===== src/rtl/memreq_pkg.sv =====
package memreq_pkg;

   typedef enum logic {
      OP_READ  = 1'b0,
      OP_WRITE = 1'b1
   } op_e;

   // local bus width multiplier: full rate carries two memory words, half rate four
   function automatic int unsigned rate_mult(input bit half_rate);
      return half_rate ? 4 : 2;
   endfunction

   function automatic int unsigned ptr_width(input int unsigned depth);
      return (depth <= 2) ? 1 : $clog2(depth);
   endfunction

endpackage


===== src/rtl/memreq_queue.sv =====
module memreq_queue
   import memreq_pkg::*;
#(
   parameter int unsigned DEPTH  = 4,
   parameter int unsigned ADDR_W = 24,
   parameter int unsigned SIZE_W = 3,
   parameter int unsigned DATA_W = 16,
   localparam int unsigned PW    = ptr_width(DEPTH),
   localparam int unsigned CW    = $clog2(DEPTH + 1)
) (
   input  logic              clk,
   input  logic              rst_n,
   input  logic              push,
   input  op_e               push_op,
   input  logic [ADDR_W-1:0] push_addr,
   input  logic [SIZE_W-1:0] push_size,
   input  logic              push_apch,
   output logic [PW-1:0]     tail_slot,
   input  logic              fill_en,
   input  logic [PW-1:0]     fill_slot,
   input  logic [DATA_W-1:0] fill_data,
   input  logic              release_en,
   output logic              head_valid,
   input  logic              head_take,
   output op_e               head_op,
   output logic [ADDR_W-1:0] head_addr,
   output logic [SIZE_W-1:0] head_size,
   output logic              head_apch,
   output logic [DATA_W-1:0] head_data,
   output logic              full
);

   localparam logic [PW-1:0] LAST = PW'(DEPTH - 1);
   localparam logic [CW-1:0] CAP  = CW'(DEPTH);

   op_e               e_op   [DEPTH];
   logic [ADDR_W-1:0] e_addr [DEPTH];
   logic [SIZE_W-1:0] e_size [DEPTH];
   logic              e_apch [DEPTH];
   logic [DATA_W-1:0] e_data [DEPTH];
   logic              e_dok  [DEPTH];

   logic [PW-1:0] rd_ptr, wr_ptr;
   logic [CW-1:0] count;
   logic          pop;

   function automatic logic [PW-1:0] bump(input logic [PW-1:0] p);
      return (p == LAST) ? '0 : p + 1'b1;
   endfunction

   assign full       = (count == CAP);
   assign tail_slot  = wr_ptr;
   assign head_valid = release_en && (count != '0) && e_dok[rd_ptr];
   assign pop        = head_valid && head_take;

   assign head_op   = e_op[rd_ptr];
   assign head_addr = e_addr[rd_ptr];
   assign head_size = e_size[rd_ptr];
   assign head_apch = e_apch[rd_ptr];
   assign head_data = e_data[rd_ptr];

   always_ff @(posedge clk or negedge rst_n) begin
      if (!rst_n) begin
         rd_ptr <= '0;
         wr_ptr <= '0;
         count  <= '0;
      end else begin
         if (push) wr_ptr <= bump(wr_ptr);
         if (pop)  rd_ptr <= bump(rd_ptr);
         case ({push, pop})
            2'b10:   count <= count + 1'b1;
            2'b01:   count <= count - 1'b1;
            default: count <= count;
         endcase
      end
   end

   always_ff @(posedge clk or negedge rst_n) begin
      if (!rst_n) begin
         for (int i = 0; i < DEPTH; i++) begin
            e_op[i]   <= OP_READ;
            e_addr[i] <= '0;
            e_size[i] <= '0;
            e_apch[i] <= 1'b0;
            e_data[i] <= '0;
            e_dok[i]  <= 1'b0;
         end
      end else begin
         for (int i = 0; i < DEPTH; i++) begin
            if (push && wr_ptr == PW'(i)) begin
               e_op[i]   <= push_op;
               e_addr[i] <= push_addr;
               e_size[i] <= push_size;
               e_apch[i] <= push_apch;
               e_dok[i]  <= (push_op == OP_READ);
            end
            if (fill_en && fill_slot == PW'(i)) begin
               e_data[i] <= fill_data;
               e_dok[i]  <= 1'b1;
            end
         end
      end
   end

endmodule


===== src/rtl/memreq_wdpipe.sv =====
module memreq_wdpipe #(
   parameter int unsigned PW = 2
) (
   input  logic          clk,
   input  logic          rst_n,
   input  logic          wr_accept,
   input  logic [PW-1:0] wr_slot,
   output logic          wdata_req,
   output logic          fill_en,
   output logic [PW-1:0] fill_slot
);

   logic [PW-1:0] req_slot;

   // stage 1: strobe to the user; stage 2: capture cycle for the word
   always_ff @(posedge clk or negedge rst_n) begin
      if (!rst_n) begin
         wdata_req <= 1'b0;
         req_slot  <= '0;
         fill_en   <= 1'b0;
         fill_slot <= '0;
      end else begin
         wdata_req <= wr_accept;
         if (wr_accept) req_slot <= wr_slot;
         fill_en   <= wdata_req;
         if (wdata_req) fill_slot <= req_slot;
      end
   end

endmodule


===== src/rtl/memreq_status.sv =====
module memreq_status #(
   parameter int unsigned LDW = 16
) (
   input  logic           clk,
   input  logic           rst_n,
   input  logic           seq_rdy,
   input  logic           ref_done,
   input  logic [LDW-1:0] phy_rdata,
   input  logic           phy_rvalid,
   output logic           init_done,
   output logic           ref_ack,
   output logic [LDW-1:0] rdata,
   output logic           rvalid
);

   always_ff @(posedge clk or negedge rst_n) begin
      if (!rst_n) begin
         init_done <= 1'b0;
         ref_ack   <= 1'b0;
         rvalid    <= 1'b0;
         rdata     <= '0;
      end else begin
         init_done <= seq_rdy;
         ref_ack   <= ref_done;
         rvalid    <= phy_rvalid;
         if (phy_rvalid) rdata <= phy_rdata;
      end
   end

endmodule


===== src/rtl/memreq_frontend.sv =====
module memreq_frontend
   import memreq_pkg::*;
#(
   parameter int unsigned ADDR_W    = 24,
   parameter int unsigned SIZE_W    = 3,
   parameter int unsigned DEPTH     = 4,
   parameter int unsigned MEM_DW    = 8,
   parameter bit          HALF_RATE = 1'b0,
   localparam int unsigned LOCAL_DW = MEM_DW * rate_mult(HALF_RATE),
   localparam int unsigned PW       = ptr_width(DEPTH)
) (
   input  logic                clk,
   input  logic                rst_n,
   input  logic                usr_rd_req,
   input  logic                usr_wr_req,
   input  logic [ADDR_W-1:0]   usr_addr,
   input  logic [SIZE_W-1:0]   usr_size,
   input  logic                usr_autopch,
   output logic                usr_ready,
   output logic                usr_proto_err,
   input  logic [LOCAL_DW-1:0] usr_wdata,
   output logic                usr_wdata_req,
   output logic                usr_init_done,
   output logic [LOCAL_DW-1:0] usr_rdata,
   output logic                usr_rdata_valid,
   output logic                usr_refresh_ack,
   input  logic                seq_user_mode_rdy,
   input  logic                iss_refresh_done,
   output logic                cmd_valid,
   input  logic                cmd_ready,
   output logic                cmd_write,
   output logic [ADDR_W-1:0]   cmd_addr,
   output logic [SIZE_W-1:0]   cmd_size,
   output logic                cmd_autopch,
   output logic [LOCAL_DW-1:0] cmd_wdata,
   input  logic [LOCAL_DW-1:0] phy_rdata,
   input  logic                phy_rdata_valid
);

   if (DEPTH < 2 || DEPTH > 64) begin : g_bad_depth
      $error("memreq_frontend: DEPTH must be in 2..64");
   end
   if (ADDR_W < 1 || SIZE_W < 1 || MEM_DW < 1) begin : g_bad_width
      $error("memreq_frontend: widths must be non-zero");
   end

   logic          full, accept, wr_accept, both;
   logic [PW-1:0] tail_slot, fill_slot;
   logic          fill_en;
   op_e           push_op, head_op;

   assign both      = usr_rd_req && usr_wr_req;
   assign usr_ready = !full;
   assign accept    = usr_ready && (usr_rd_req ^ usr_wr_req);
   assign push_op   = usr_wr_req ? OP_WRITE : OP_READ;
   assign wr_accept = accept && usr_wr_req;

   always_ff @(posedge clk or negedge rst_n) begin
      if (!rst_n) usr_proto_err <= 1'b0;
      else        usr_proto_err <= both;
   end

   memreq_queue #(
      .DEPTH (DEPTH),
      .ADDR_W(ADDR_W),
      .SIZE_W(SIZE_W),
      .DATA_W(LOCAL_DW)
   ) u_queue (
      .clk       (clk),
      .rst_n     (rst_n),
      .push      (accept),
      .push_op   (push_op),
      .push_addr (usr_addr),
      .push_size (usr_size),
      .push_apch (usr_autopch),
      .tail_slot (tail_slot),
      .fill_en   (fill_en),
      .fill_slot (fill_slot),
      .fill_data (usr_wdata),
      .release_en(usr_init_done),
      .head_valid(cmd_valid),
      .head_take (cmd_ready),
      .head_op   (head_op),
      .head_addr (cmd_addr),
      .head_size (cmd_size),
      .head_apch (cmd_autopch),
      .head_data (cmd_wdata),
      .full      (full)
   );

   assign cmd_write = (head_op == OP_WRITE);

   memreq_wdpipe #(.PW(PW)) u_wdpipe (
      .clk      (clk),
      .rst_n    (rst_n),
      .wr_accept(wr_accept),
      .wr_slot  (tail_slot),
      .wdata_req(usr_wdata_req),
      .fill_en  (fill_en),
      .fill_slot(fill_slot)
   );

   memreq_status #(.LDW(LOCAL_DW)) u_status (
      .clk       (clk),
      .rst_n     (rst_n),
      .seq_rdy   (seq_user_mode_rdy),
      .ref_done  (iss_refresh_done),
      .phy_rdata (phy_rdata),
      .phy_rvalid(phy_rdata_valid),
      .init_done (usr_init_done),
      .ref_ack   (usr_refresh_ack),
      .rdata     (usr_rdata),
      .rvalid    (usr_rdata_valid)
   );

endmodule


===== config.mk =====
export PLATFORM = sky130hd
export DESIGN_NAME = memreq_frontend
export DESIGN_NICKNAME = d
export VERILOG_FILES = /design/src/rtl/memreq_pkg.sv /design/src/rtl/memreq_queue.sv /design/src/rtl/memreq_wdpipe.sv /design/src/rtl/memreq_status.sv /design/src/rtl/memreq_frontend.sv
export SDC_FILE = /design/constraint.sdc
export NUM_CORES = 1
export LEC_CHECK = 0
export ABC_CLOCK_PERIOD_IN_PS = 2950
export BUFFER_PORTS_ARGS = -buffer_cell sky130_fd_sc_hd__buf_2
export CAP_MARGIN = 30
export CELL_PAD_IN_SITES_DETAIL_PLACEMENT = 0
export CELL_PAD_IN_SITES_GLOBAL_PLACEMENT = 2
export CORE_ASPECT_RATIO = 1.5
export CORE_MARGIN = 2
export CORE_UTILIZATION = 40
export CTS_BUF_LIST = sky130_fd_sc_hd__clkbuf_8
export CTS_CLUSTER_DIAMETER = 100
export DETAILED_ROUTE_END_ITERATION = 10
export PLACE_DENSITY = 0.75
export SETUP_SLACK_MARGIN = 0.02
export SLEW_MARGIN = 5
export SYNTH_ARGS = -nofsm -noshare
export SYNTH_HDL_FRONTEND = slang
export SYNTH_SLANG_ARGS = --single-unit

===== constraint.sdc =====
create_clock -name clk -period 2.95 [get_ports clk]
set_clock_uncertainty 0.1 [all_clocks]
set_input_delay 0.4425 -clock clk [delete_from_list [all_inputs] [get_ports clk]]
set_output_delay 0.4425 -clock clk [all_outputs]
set_load 0.02 [all_outputs]

Word level (Yosys, flattened, before mapping)

Index checks and enable logic that the tools add are counted.

Add/sub/neg operators: 4
Magnitude comparators: 1
Eq/ne operators: 10
Mux-type cells: 30
Bitwise gates (word level): 3
Reductions and logical operators: 23

Operators by type and width:

| cell                                             | number |
|---|---|
| binary-select mux 24 bit (select 2 bit)          | 1 |
| 2-to-1 mux 24 bit                                | 2 |
| binary-select mux 16 bit (select 2 bit)          | 1 |
| 2-to-1 mux 16 bit                                | 2 |
| 2-to-1 mux 1 bit                                 | 15 |
| logical AND 1 bit                                | 14 |
| == test 2 bit, second input constant             | 6 |
| nonzero test 2 bit                               | 5 |
| binary-select mux 1 bit (select 2 bit)           | 3 |
| binary-select mux 3 bit (select 2 bit)           | 1 |
| == test 2 x 1 -> 1 bit, second input constant    | 3 |
| 2-to-1 mux 3 bit                                 | 2 |
| one-hot mux 3 bit (2 select lines)               | 1 |
| adder 2 x 1 -> 2 bit, second input constant      | 2 |
| logical NOT 2 bit                                | 2 |
| 2-to-1 mux 2 bit                                 | 2 |
| adder 3 x 1 -> 3 bit, second input constant      | 1 |
| == test 3 bit, second input constant             | 1 |
| >= comparator 3 bit, second input constant       | 1 |
| NOT 2 -> 3 bit                                   | 1 |
| nonzero test 3 bit                               | 1 |
| subtractor 3 x 1 -> 3 bit, second input constant | 1 |
| logical NOT 1 bit                                | 1 |
| NOT 1 bit                                        | 1 |
| XOR 1 bit                                        | 1 |

Register bits after elaboration: 217
Logic and storage cells: 107

Longest topological paths before layout

Depth in word-level cells: 8
Depth in mapped cells: 10
Gate-level depth less buffers: 8

By module

From an unflattened synthesis, not the netlist that was laid out.

Cells, all modules: 545
Area, all modules: 9301.4 um2

Modules (own cells, without submodules):

| module          | instances | cells each | area each (um2) | seq. area each (um2) |
|---|---|---|---|---|
| memreq_queue    | 1         | 493        | 8325.5          | 4779.6 |
| memreq_status   | 1         | 37         | 724.4           | 475.5 |
| memreq_wdpipe   | 1         | 10         | 195.2           | 150.1 |
| memreq_frontend | 1         | 5          | 56.3            | 25.0 |

Worst setup path before layout

Ideal clock, no wire load.

Kind: register to register
Start: register u_queue.count[0]
End: register u_queue.count[2]
Library setup time: 0.079 ns
Arrival time: 2.241 ns
Required time: 2.771 ns
Setup slack: 0.530 ns
Stages on the path, launching flop included: 11
Path buffers: 2
Clock period less this slack: 2.420 ns
Cells stage by stage: dfrtp_1 -> or3b_1 -> buf_6 -> buf_2 -> nand2_1 -> ha_1 -> inv_1 -> fa_1 -> xor2_1 -> nor2_1 -> xor2_1

RTL lines:

| what                                                                     | RTL line              | text |
|---|---|---|
| start, declared                                                          | memreq_queue.sv:44    | `logic [CW-1:0] count;` |
| start signal, assigned                                                   | memreq_queue.sv:71    | `2'b10: count <= count + 1'b1;` |
| start signal, assigned                                                   | memreq_queue.sv:72    | `2'b01: count <= count - 1'b1;` |
| start signal, assigned                                                   | memreq_queue.sv:73    | `default: count <= count;` |
| == test 3 bit *                                                          | memreq_queue.sv:51    | `assign full = (count == CAP);` |
| logical NOT 1 bit *                                                      | memreq_frontend.sv:53 | `assign usr_ready = !full;` |
| via usr_ready                                                            | memreq_frontend.sv:19 | `output logic usr_ready,` |
| logical AND 1 bit *                                                      | memreq_frontend.sv:54 | `assign accept = usr_ready && (usr_rd_req ^ usr_wr_req);` |
| == test 2 x 1 -> 1 bit or == test 2 bit (tied branches)                  | memreq_queue.sv:70    | `case ({push, pop})` |
| one-hot mux 3 bit (2 select lines) or nonzero test 2 bit (tied branches) | n/a                   |  |

The timed path passes the listed nets; every way through them passes the cells marked *.
A chain may end at the register's enable or synchronous reset.

Worst setup path in the final report

Start: register u_queue.rd_ptr[1]
End: output port cmd_addr[15]

Longest elaborated chain between the ends: 4

Ends and longest elaborated chain:

| what                                                 | RTL line              | text |
|---|---|---|
| start, declared                                      | memreq_queue.sv:43    | `logic [PW-1:0] rd_ptr, wr_ptr;` |
| start signal, assigned                               | memreq_queue.sv:69    | `if (pop) rd_ptr <= bump(rd_ptr);` |
| NOT 2 -> 3 bit (not written as such)                 | memreq_queue.sv:57    | `assign head_addr = e_addr[rd_ptr];` |
| binary-select mux 24 bit (select 2 bit)              | memreq_queue.sv:57    |  |
| 2-to-1 mux 24 bit (not written as such) (2 in a row) | memreq_queue.sv:57    |  |
| end, declared                                        | memreq_frontend.sv:32 | `output logic [ADDR_W-1:0] cmd_addr,` |

Every way passes these cells. The select of a mux whose other input is x is not followed.

==> reports/qor.csv <==
metric,value,unit
fin_nets,781,
syn_area,9510,sq um
layout-drive-gt1-share,62.4,%
rsz0062_at_grt,no,
avgSynthCellArea,17.5,sq um
cts_buffer_depth,3,
status,completed,
drc,0,
power_leakage,5.15,nW
firstDrtPassIters,4,
critical_path_required,2.41,ns
die_w,130,microns
clk_latency,0.50,ns
synth_area_leaders,"dfrtp_1 (57%), mux2_2 (19%), mux4_2 (11%)",
synth_seq_area_share,57.1,%
syn_to_final_growth,18.7,%
rrSetupSlack,0.55,ns
netlist-cell-type-count,31,
cts_tree,done,
critPathKind,flop to output pin,
die-area,25100,sq um
vdd_drop_max,0.680,mV
syn_nets,621,
vias,5351,
core,23600,sq um
rows,69,
vias_per_cell,5.11,
period_needed,2.68,ns
startpoint_type,flop,
ctsHtreeMaxLevel,2,
port_buffers,135,
clk_pin_slew,0.07,ns
ys_warn_count,0,
synth_area_leader_cell,dfrtp_1,
root_buffer,clkbuf_8,
netlist_instances,545,
drtIter0Drc,187,
hold_class,input port to flop,
wirelength,20800,microns
grt_pass1_vias,6170,
synthTopCellsByCount,"dfrtp_1 (217), mux2_2 (164), mux4_2 (46)",
fmax,0.373,GHz
setup_viol_count_final,0,
cts_sinks,217,
cp-end-kind,output pin,
async_flop_share,100,%
antenna_cells,0,
relSlewSlack,46.4,%
synth_edf_count,0,
hold_viol,0,
dp_hpwl,13300,microns
worstMarginPinSlew,0.803,ns
grt_max_degree,76,
p_per_area,1200,nW/um^2
grt_pass1_wl,33200,microns
report.final.slew_viol_count,0,
ios,136,
path_max_fanout,47,
power,13.5,mW
ys.flop_type,dfrtp_1,
wire_per_inst,19.8,microns
maxCapViolCount,0,
ys_ff_latch,217,
overflow,0,
finalWorstSetupSlack,0.266,ns
synthMostInstantiatedCell,dfrtp_1,
dp_slack,0.542,ns
synth_top_area_share,57.1,%
grt_usage,17.2,%
cp.arrival,2.14,ns
start_util,40.4,%
tns,0,ns
gp_congestion,0.772,
fin_crit_sh,91.0,%
postRouteAntennaNets,0,
antenna_found_initial,1,
dieHeight,193,microns
numCtsBuffers,35,
-- worst max-delay path: stages (launching register included) --
cell and delay (ns):
dfrtp_2 0.36, buf_4 0.64, mux4_2 0.44, buf_2 0.18
-- cell families after synthesis --
logic type,synth area share [%]
compound gates,0.816
buf+inv,2.89
mux,36.1
xor+xnor,0.276
fa+ha+maj,1.13
flops,57.1
simple gates,1.68
-- flip-flops by register name, indices dropped and copies added (netlist names), 2 cells and up --
signal              cells
u_queue.e_data         64
u_wdpipe.req_slot       2
u_queue.rd_ptr          2
u_queue.e_op            4
u_status.rdata         16
u_wdpipe.fill_slot      2
u_queue.e_addr         96
u_queue.e_size         12
u_queue.e_apch          4
u_queue.e_dok           4
u_queue.count           3
u_queue.tail_slot       2
-- metal layers --
layer | GRT usage (%) | share of wire [%] | vias up
met5 | 0 | 0.063 | -
met4 | 5.09 | 2.2 | 2
met3 | 4.08 | 4.8 | 39
met2 | 31.7 | 55 | 114
met1 | 19.4 | 37 | 2852
li1 | - | - | 2344
-- stage by stage --
stage | hold slack, ns | cell area, sq um | instances | utilization (%)
after floorplan | 0.0469 | 9510 | 545 | -
after global placement | 0.355 | 10600 | 984 | 44.8
after detailed placement | 0.370 | 10600 | 984 | 44.8
after CTS | 0.0328 | 11300 | 1047 | 47.9
after global routing | 0.0373 | 11300 | 1047 | 47.9
final | 0.0755 | 11300 | 1047 | 47.9
-- final cells by class --
class                   count  area, sq um
fillers                  2099        12300
flip-flops and latches    217         5440
multi-input cells         291         3800
repair buffers            154          922
clock buffers              48          661
well taps                 319          399
clock inverters            12         47.5
inverters                   6         22.5
-- report_power, final --
part / internal [mW] / total, mW / switching (mW)
Combinational: 3.12 / 5.85 / 2.72
Sequential: 4.39 / 5.13 / 0.734
Clock: 1.44 / 2.57 / 1.13
Total: 8.96 / 13.5 / 4.59
-- worst paths after layout --
check,to,cells past startpoint,start
max,cmd_addr[15],3,u_queue.rd_ptr[1]
min,u_status.rdata[1],2,phy_rdata[1]
max reg2reg,u_queue.count[2],8,u_queue.rd_ptr[0]
min reg2reg,u_queue.e_op[2],1,u_queue.e_op[2]
max in group asynchronous,u_queue.e_addr[81],3,rst_n
min in group asynchronous,u_queue.e_addr[44],2,rst_n
-- cells in the final DEF (no fill, tap or decap), types with 2 or more instances in the layout --
master,count
dlygate4sd3_1,3
mux4_2,46
a21o_1,4
nand3b_1,2
clkbuf_8,49
buf_12,7
buf_2,134
mux2_2,164
nor2_1,3
inv_1,16
mux2_4,36
buf_4,9
clkinv_2,2
and4_1,4
o21ai_1,3
ha_1,7
nand3_2,4
xor2_1,2
a31oi_1,4
dfrtp_1,215
nand3_1,2
-- timing repair --
action / CTS / global route
buffers inserted: 0 / 0
setup endpoints to repair: 0 / 0
hold endpoints to repair: 73 / 0
hold buffers: 3 / 0
resized for setup: 0 / 0
Note: power is estimated with default switching activity, not from simulation.
